`src/rtl/usbx_pkg.sv`:
```
package usbx_pkg;

  // bit positions inside the synchroniser bundle
  localparam int B_TXN   = 0;
  localparam int B_SUSP  = 1;
  localparam int B_ATT   = 2;
  localparam int B_OFF   = 3;
  localparam int B_BPWR  = 4;
  localparam int B_SDP   = 5;
  localparam int B_SDM   = 6;
  localparam int B_LDP   = 7;
  localparam int B_LDM   = 8;
  localparam int B_VHI   = 9;
  localparam int B_VLO   = 10;
  localparam int IN_W    = 11;

  // safe values held by the synchroniser while in reset:
  // transmit disabled and supply treated as absent
  localparam logic [IN_W-1:0] IN_RST = (IN_W'(1) << B_TXN) | (IN_W'(1) << B_OFF);

  typedef enum logic [2:0] {
    MODE_DISABLED,
    MODE_TX_RX,
    MODE_RX_ONLY,
    MODE_TX_SUSP,
    MODE_LOW_POWER
  } xmode_e;

  typedef struct packed {
    logic drive;     // line drivers enabled
    logic rx_on;     // differential receiver active
    logic pins_out;  // single-ended pins driven by this block
    logic off;       // supply-absent state
  } mode_ctl_t;

endpackage

```
`src/rtl/usbx_sync.sv`:
```
module usbx_sync #(
  parameter int              W       = 1,
  parameter int              STAGES  = 2,
  parameter logic [W-1:0]    RST_VAL = '0
) (
  input  logic         clk,
  input  logic         rst_n,
  input  logic [W-1:0] d_i,
  output logic [W-1:0] q_o
);

  logic [W-1:0] stage_q [STAGES];

  for (genvar s = 0; s < STAGES; s++) begin : g_stage
    logic [W-1:0] src;
    if (s == 0) begin : g_first
      assign src = d_i;
    end else begin : g_next
      assign src = stage_q[s-1];
    end
    always_ff @(posedge clk or negedge rst_n) begin
      if (!rst_n) stage_q[s] <= RST_VAL;
      else        stage_q[s] <= src;
    end
  end

  assign q_o = stage_q[STAGES-1];

endmodule

```
`src/rtl/usbx_mode_dec.sv`:
```
module usbx_mode_dec
  import usbx_pkg::*;
(
  input  logic      off_i,
  input  logic      susp_i,
  input  logic      tx_en_n_i,
  input  logic      bus_pwr_i,
  input  logic      vbus_flag_i,
  output xmode_e    mode_o,
  output mode_ctl_t ctl_o
);

  logic vbus_gate;

  always_comb begin
    if (off_i)                       mode_o = MODE_DISABLED;
    else if (!susp_i && !tx_en_n_i)  mode_o = MODE_TX_RX;
    else if (!susp_i)                mode_o = MODE_RX_ONLY;
    else if (!tx_en_n_i)             mode_o = MODE_TX_SUSP;
    else                             mode_o = MODE_LOW_POWER;
  end

  // bus-powered operation releases the line while bus voltage is missing
  assign vbus_gate = !bus_pwr_i || vbus_flag_i;

  always_comb begin
    ctl_o = '0;
    unique case (mode_o)
      MODE_DISABLED: begin
        ctl_o.off      = 1'b1;
        ctl_o.pins_out = 1'b1;
      end
      MODE_TX_RX: begin
        ctl_o.drive = vbus_gate;
        ctl_o.rx_on = 1'b1;
      end
      MODE_RX_ONLY: begin
        ctl_o.rx_on    = 1'b1;
        ctl_o.pins_out = 1'b1;
      end
      MODE_TX_SUSP: begin
        ctl_o.drive = vbus_gate;
      end
      MODE_LOW_POWER: begin
        ctl_o.pins_out = 1'b1;
      end
      default: ctl_o = '0;
    endcase
  end

endmodule

```
`src/rtl/usbx_rx_hold.sv`:
```
module usbx_rx_hold #(
  parameter logic HOLD_RST = 1'b1
) (
  input  logic clk,
  input  logic rst_n,
  input  logic rx_on_i,
  input  logic dp_i,
  input  logic dm_i,
  output logic rcv_o
);

  logic held_q, held_d;
  logic diff;

  assign diff = dp_i ^ dm_i;

  always_comb begin
    held_d = held_q;
    if (rx_on_i && diff) held_d = dp_i;
  end

  always_ff @(posedge clk or negedge rst_n) begin
    if (!rst_n) held_q <= HOLD_RST;
    else        held_q <= held_d;
  end

  always_comb begin
    if (!rx_on_i)  rcv_o = 1'b0;
    else if (diff) rcv_o = dp_i;
    else           rcv_o = held_q;
  end

endmodule

```
`src/rtl/usbx_vbus_mon.sv`:
```
module usbx_vbus_mon (
  input  logic clk,
  input  logic rst_n,
  input  logic above_i,
  input  logic below_i,
  input  logic susp_i,
  input  logic off_i,
  output logic state_o,
  output logic flag_o
);

  logic st_q, st_d;

  always_comb begin
    st_d = st_q;
    if (below_i)      st_d = 1'b0;
    else if (above_i) st_d = 1'b1;
  end

  always_ff @(posedge clk or negedge rst_n) begin
    if (!rst_n) st_q <= 1'b0;
    else        st_q <= st_d;
  end

  assign state_o = st_q;

  always_comb begin
    if (off_i)       flag_o = 1'b0;
    else if (susp_i) flag_o = 1'b1;
    else             flag_o = st_q;
  end

endmodule

```
`src/rtl/usbx_line_drv.sv`:
```
module usbx_line_drv (
  input  logic clk,
  input  logic rst_n,
  input  logic drive_i,
  input  logic code_dp_i,
  input  logic code_dm_i,
  output logic line_dp_o,
  output logic line_dm_o,
  output logic bad_o
);

  logic bad_now, bad_prev_q, bad_q;
  logic bad_q_d, bad_prev_d;

  always_comb begin
    line_dp_o = 1'b0;
    line_dm_o = 1'b0;
    if (drive_i) begin
      unique case ({code_dm_i, code_dp_i})
        2'b00:   begin line_dp_o = 1'b0; line_dm_o = 1'b0; end
        2'b01:   begin line_dp_o = 1'b1; line_dm_o = 1'b0; end
        2'b10:   begin line_dp_o = 1'b0; line_dm_o = 1'b1; end
        default: begin line_dp_o = 1'b1; line_dm_o = 1'b1; end
      endcase
    end
  end

  assign bad_now    = drive_i && code_dp_i && code_dm_i;
  assign bad_q_d    = bad_now && !bad_prev_q;
  assign bad_prev_d = bad_now;

  always_ff @(posedge clk or negedge rst_n) begin
    if (!rst_n) begin
      bad_q      <= 1'b0;
      bad_prev_q <= 1'b0;
    end else begin
      bad_q      <= bad_q_d;
      bad_prev_q <= bad_prev_d;
    end
  end

  assign bad_o = bad_q;

endmodule

```
`src/rtl/usbfs_xcvr_ctrl.sv`:
```
module usbfs_xcvr_ctrl
  import usbx_pkg::*;
#(
  parameter int SYNC_STAGES = 2
) (
  input  logic clk,
  input  logic rst_n,
  input  logic tx_en_n_i,
  input  logic suspend_i,
  input  logic attach_i,
  input  logic io_absent_i,
  input  logic bus_pwr_i,
  input  logic sep_dp_i,
  input  logic sep_dm_i,
  output logic sep_dp_o,
  output logic sep_dm_o,
  output logic sep_oe_o,
  input  logic bus_dp_i,
  input  logic bus_dm_i,
  output logic bus_dp_o,
  output logic bus_dm_o,
  output logic bus_drv_o,
  input  logic vb_above_i,
  input  logic vb_below_i,
  output logic rcv_o,
  output logic vbus_ok_o,
  output logic pullup_o,
  output logic bad_code_o
);

  logic [IN_W-1:0] raw_in, s_in;
  logic      s_txn, s_susp, s_att, s_off, s_bpwr;
  logic      s_sdp, s_sdm, s_ldp, s_ldm, s_vhi, s_vlo;
  xmode_e    mode;
  mode_ctl_t ctl;
  logic      vb_flag, vb_state;

  always_comb begin
    raw_in         = '0;
    raw_in[B_TXN]  = tx_en_n_i;
    raw_in[B_SUSP] = suspend_i;
    raw_in[B_ATT]  = attach_i;
    raw_in[B_OFF]  = io_absent_i;
    raw_in[B_BPWR] = bus_pwr_i;
    raw_in[B_SDP]  = sep_dp_i;
    raw_in[B_SDM]  = sep_dm_i;
    raw_in[B_LDP]  = bus_dp_i;
    raw_in[B_LDM]  = bus_dm_i;
    raw_in[B_VHI]  = vb_above_i;
    raw_in[B_VLO]  = vb_below_i;
  end

  usbx_sync #(.W(IN_W), .STAGES(SYNC_STAGES), .RST_VAL(IN_RST)) u_sync (
    .clk   (clk),
    .rst_n (rst_n),
    .d_i   (raw_in),
    .q_o   (s_in)
  );

  assign s_txn  = s_in[B_TXN];
  assign s_susp = s_in[B_SUSP];
  assign s_att  = s_in[B_ATT];
  assign s_off  = s_in[B_OFF];
  assign s_bpwr = s_in[B_BPWR];
  assign s_sdp  = s_in[B_SDP];
  assign s_sdm  = s_in[B_SDM];
  assign s_ldp  = s_in[B_LDP];
  assign s_ldm  = s_in[B_LDM];
  assign s_vhi  = s_in[B_VHI];
  assign s_vlo  = s_in[B_VLO];

  usbx_vbus_mon u_vbus (
    .clk     (clk),
    .rst_n   (rst_n),
    .above_i (s_vhi),
    .below_i (s_vlo),
    .susp_i  (s_susp),
    .off_i   (s_off),
    .state_o (vb_state),
    .flag_o  (vb_flag)
  );

  usbx_mode_dec u_mode (
    .off_i       (s_off),
    .susp_i      (s_susp),
    .tx_en_n_i   (s_txn),
    .bus_pwr_i   (s_bpwr),
    .vbus_flag_i (vb_flag),
    .mode_o      (mode),
    .ctl_o       (ctl)
  );

  usbx_line_drv u_drv (
    .clk       (clk),
    .rst_n     (rst_n),
    .drive_i   (ctl.drive),
    .code_dp_i (s_sdp),
    .code_dm_i (s_sdm),
    .line_dp_o (bus_dp_o),
    .line_dm_o (bus_dm_o),
    .bad_o     (bad_code_o)
  );

  usbx_rx_hold #(.HOLD_RST(1'b1)) u_rx (
    .clk     (clk),
    .rst_n   (rst_n),
    .rx_on_i (ctl.rx_on),
    .dp_i    (s_ldp),
    .dm_i    (s_ldm),
    .rcv_o   (rcv_o)
  );

  assign bus_drv_o = ctl.drive;
  assign sep_oe_o  = ctl.pins_out;
  assign sep_dp_o  = ctl.pins_out && !ctl.off && s_ldp;
  assign sep_dm_o  = ctl.pins_out && !ctl.off && s_ldm;
  assign pullup_o  = s_att && !ctl.off;
  assign vbus_ok_o = vb_flag;

endmodule

```
`config.mk`:
```
export PLATFORM = sky130hd
export DESIGN_NAME = usbfs_xcvr_ctrl
export DESIGN_NICKNAME = d
export VERILOG_FILES = /design/src/rtl/usbx_pkg.sv /design/src/rtl/usbx_sync.sv /design/src/rtl/usbx_mode_dec.sv /design/src/rtl/usbx_rx_hold.sv /design/src/rtl/usbx_vbus_mon.sv /design/src/rtl/usbx_line_drv.sv /design/src/rtl/usbfs_xcvr_ctrl.sv
export SDC_FILE = /design/constraint.sdc
export NUM_CORES = 1
export LEC_CHECK = 0
export BUFFER_PORTS_ARGS = -buffer_cell sky130_fd_sc_hd__buf_2
export CAP_MARGIN = 10
export CORE_UTILIZATION = 48
export DETAILED_ROUTE_END_ITERATION = 12
export PLACE_DENSITY = 0.75
export SLEW_MARGIN = 30
export SYNTH_ARGS = -nofsm -noshare
export SYNTH_HDL_FRONTEND = slang
export SYNTH_HIERARCHICAL = 1
export SYNTH_SLANG_ARGS = --single-unit
```
`constraint.sdc`:
```
create_clock -name clk -period 3.2 [get_ports clk]
set_input_delay 0.16 -clock clk [delete_from_list [all_inputs] [get_ports clk]]
set_output_delay 0.16 -clock clk [all_outputs]
set_load 0.03 [all_outputs]
```
==> impl_metrics.csv <==
group,metric,value,unit
outcome,status,"complete, no violations",
detailed_routing,drt_iter0_markers,2,
timing,fin_hold_ws,348,ps
timing,setup_ws,923,ps
layout,nets,111,
critical_path,reg2reg_depth,6,
detailed_routing,drc,0,
detailed_routing,via_per_inst,4.34,
cts,cts_root_buffer,"clkbuf_4",
detailed_routing,wl,1110,um
floorplanning,die-height,45.0,um
floorplanning,num_rows,15,
detailed_routing,top_layer,"met3",
pwr,pwr-share-clk,0.232,
critical_path,r2r_start,"u_sync/q_o[0]",
global_route,antenna_found_initial,0,
detailed_routing,routed-wl-met2,583,um
critical_path,path_class,"reg2out",
place,dp_slack,1250,ps
global_route,grt_max_degree,27,
detailed_routing,ant_nets,0,
timing,post-route-period-util,0.711,
detailed_routing,dr_wl_met3,39,um
pwr,finalPower,0.000552,W
global_route,grt_pass1_wl,1840,um
pwr,pwr-share-comb,0.123,
critical_path,critPathLaunchType,"flip-flop",
logic_synthesis,avgSynthCellArea,15.8,um2
timing,finalMaxSlewViolations,0,
layout,fillCellCount,130,
cts,cts_tree,"done",
critical_path,worstPathRequired,3040,ps
detailed_routing,routedLengthMet1,492,um
cts,clkSlewWorstSetupHoldPaths,120,ps
global_route,grt_pass1_vias,462,
critical_path,crit_path_end_kind,"primary output",
floorplanning,core_area,1730,um2
cts,clock-sinks,26,
critical_path,crit_fanout,4,
critical_path,slowest_delay,550,ps
floorplanning,io_pins,23,
critical_path,cp_slowest_cell,"dfstp_2",
critical_path,crit_chain,"inv_1, ha_1, o21ai_0, nor4b_1, a21boi_1, buf_2",
critical_path,cp-endpoint,"rcv_o",
place,dp_hpwl,767,um
floorplanning,dieArea,2020,um2
cts,post-cts-setup-buffer-count,0,
pwr,p_switching,0.000124,W
logic_synthesis,syn_area,886,um2
global_route,track_usage,0.133,
timing,max_freq,0.439,GHz
detailed_routing,wire_per_inst,9.36,um
pwr,cellInternalPower,0.000428,W
place,place_area,1030,um2
pwr,powerDensity,470,nW/um2
timing,setup_tns,0,ps
cts,insertion_delay,300,ps
timing,finClkSkew,1.07,ps
logic_synthesis,synth_cells,56,
timing,slew-limit-headroom,0.656,
timing,min_period,2280,ps
layout,drive_above_1_share,0.394,
critical_path,r2r_slack,1440,ps
cts,cts_max_level,1,
pwr,swShare,0.224,
place,place_congestion,0.724,
timing,rsz0062_at_grt,"false",
layout,synthToLayoutAreaGrowth,32.5,%
timing,finalSetupViolCount,0,
pwr,sequentialPowerShare,0.644,
detailed_routing,num_vias,516,
timing,tightest_slew,516,ps
global_route,grt_overflow,0,
logic_synthesis,syn-num-nets,72,
floorplanning,chipWidth,45.0,um
hold_path,min_path_type,"in2async",
flow_run,drv_cap,0,
critical_path,crit_path_start,"u_sync/q_o[0]",
cts,cts_buffer_depth,2,
place,portBuffers,22,
floorplanning,start_util,0.513,
pwr,p_leak,0.587,nW
critical_path,reg2reg_to,"u_rx/held_q",
detailed_routing,drt_pass1_iterations,2,
timing,hold_violations,0,
cts,cts_made_buffers,3,
pwr,ir_drop,0.000392,V
logic_synthesis,yosysWarnings,6,
layout,finalInstanceArea,1170,um2
layout,diodes,0,
critical_path,cp.arrival,2120,ps
## worst max-delay path: cells and delay by family, from the launching register on
kind / cells / cell delay, ps
flops: 1 / 550
simple gates: 1 / 390
fa+ha+maj: 1 / 330
compound gates: 2 / 290
buf+inv: 2 / 260
## state kept, by name (all words and copies together), names as in the netlist
signal	flops
u_drv/bad_prev_q	1
u_sync/g_stage.src	11
u_sync/q_o	11
u_rx/held_q	1
u_drv/bad_o	1
u_vbus/state_o	1
## layout by cell type, fill, tap and decap left out
master / n
buf_2: 22
dfrtp_1: 21
dlygate4sd3_1: 12
dfstp_2: 5
clkbuf_4: 3
inv_1: 3
ha_1: 3
and3b_1: 2
and2_2: 2
a21o_2: 2
nand2_1: 2
o21ba_1: 2
nor2b_1: 1
clkbuf_1: 1
and3_2: 1
and4b_1: 1
nor2_2: 1
nor2_1: 1
nor3_1: 1
o21ai_0: 1
nor4b_1: 1
a2111oi_2: 1
o21bai_1: 1
a21boi_1: 1
nand2b_1: 1
a21oi_1: 1
o2bb2ai_1: 1
## area by class of cell
class                           count  area [um2]  share of cell area
Sequential cell                    26         657               0.560
Inverter                            3        11.3             0.00959
Tap cell                           25        31.3              0.0267
Clock buffer                        4        26.3              0.0224
Timing Repair Buffer               34         230               0.196
Multi-Input combinational cell     27         218               0.186
## repair_timing
item	4_1_cts	5_1_grt
hold buffers	12	0
hold endpoints to repair	32	0
gates resized for setup	0	0
## per-layer routing
layer / up-vias / global-route usage
li1: 266 / -
met1: 241 / 0.164
met2: 9 / 0.220
met3: 0 / 0.0360
met4: 0 / 0.0545
met5: - / 0
## per-stage QoR
stage	cells	utilization
finish	119	0.680
global route	119	0.680
CTS	119	0.680
detailed placement	103	0.595
global placement	103	0.595
floorplan	56	-
## worst min-delay path by stage
stage                             startpoint       endpoint  slack, ps  depth (start not counted)
floorplan                              rst_n    u_drv/bad_o       -140                          0
global placement                       rst_n    u_drv/bad_o        170                          1
detailed placement                     rst_n    u_drv/bad_o        170                          1
CTS                                    rst_n    u_drv/bad_o        360                          2
global route        u_sync/g_stage[1].src[4]  u_sync/q_o[4]        370                          0
finish                                 rst_n    u_drv/bad_o        350                          2
## power by group through the flow
| stage | clock [W] | sequential (W) | combinational, W |
|---|---|---|---|
| global route | 0.000148 | 0.000358 | 0.0000754 |
| detailed placement | 0 | 0.000362 | 0.0000580 |
| finish | 0.000128 | 0.000356 | 0.0000682 |
| global placement | 0 | 0.000361 | 0.0000567 |
| CTS | 0.000137 | 0.000356 | 0.0000692 |
| floorplan | 0 | 0.000360 | 0.0000359 |
(Power assumes the default switching activity.)
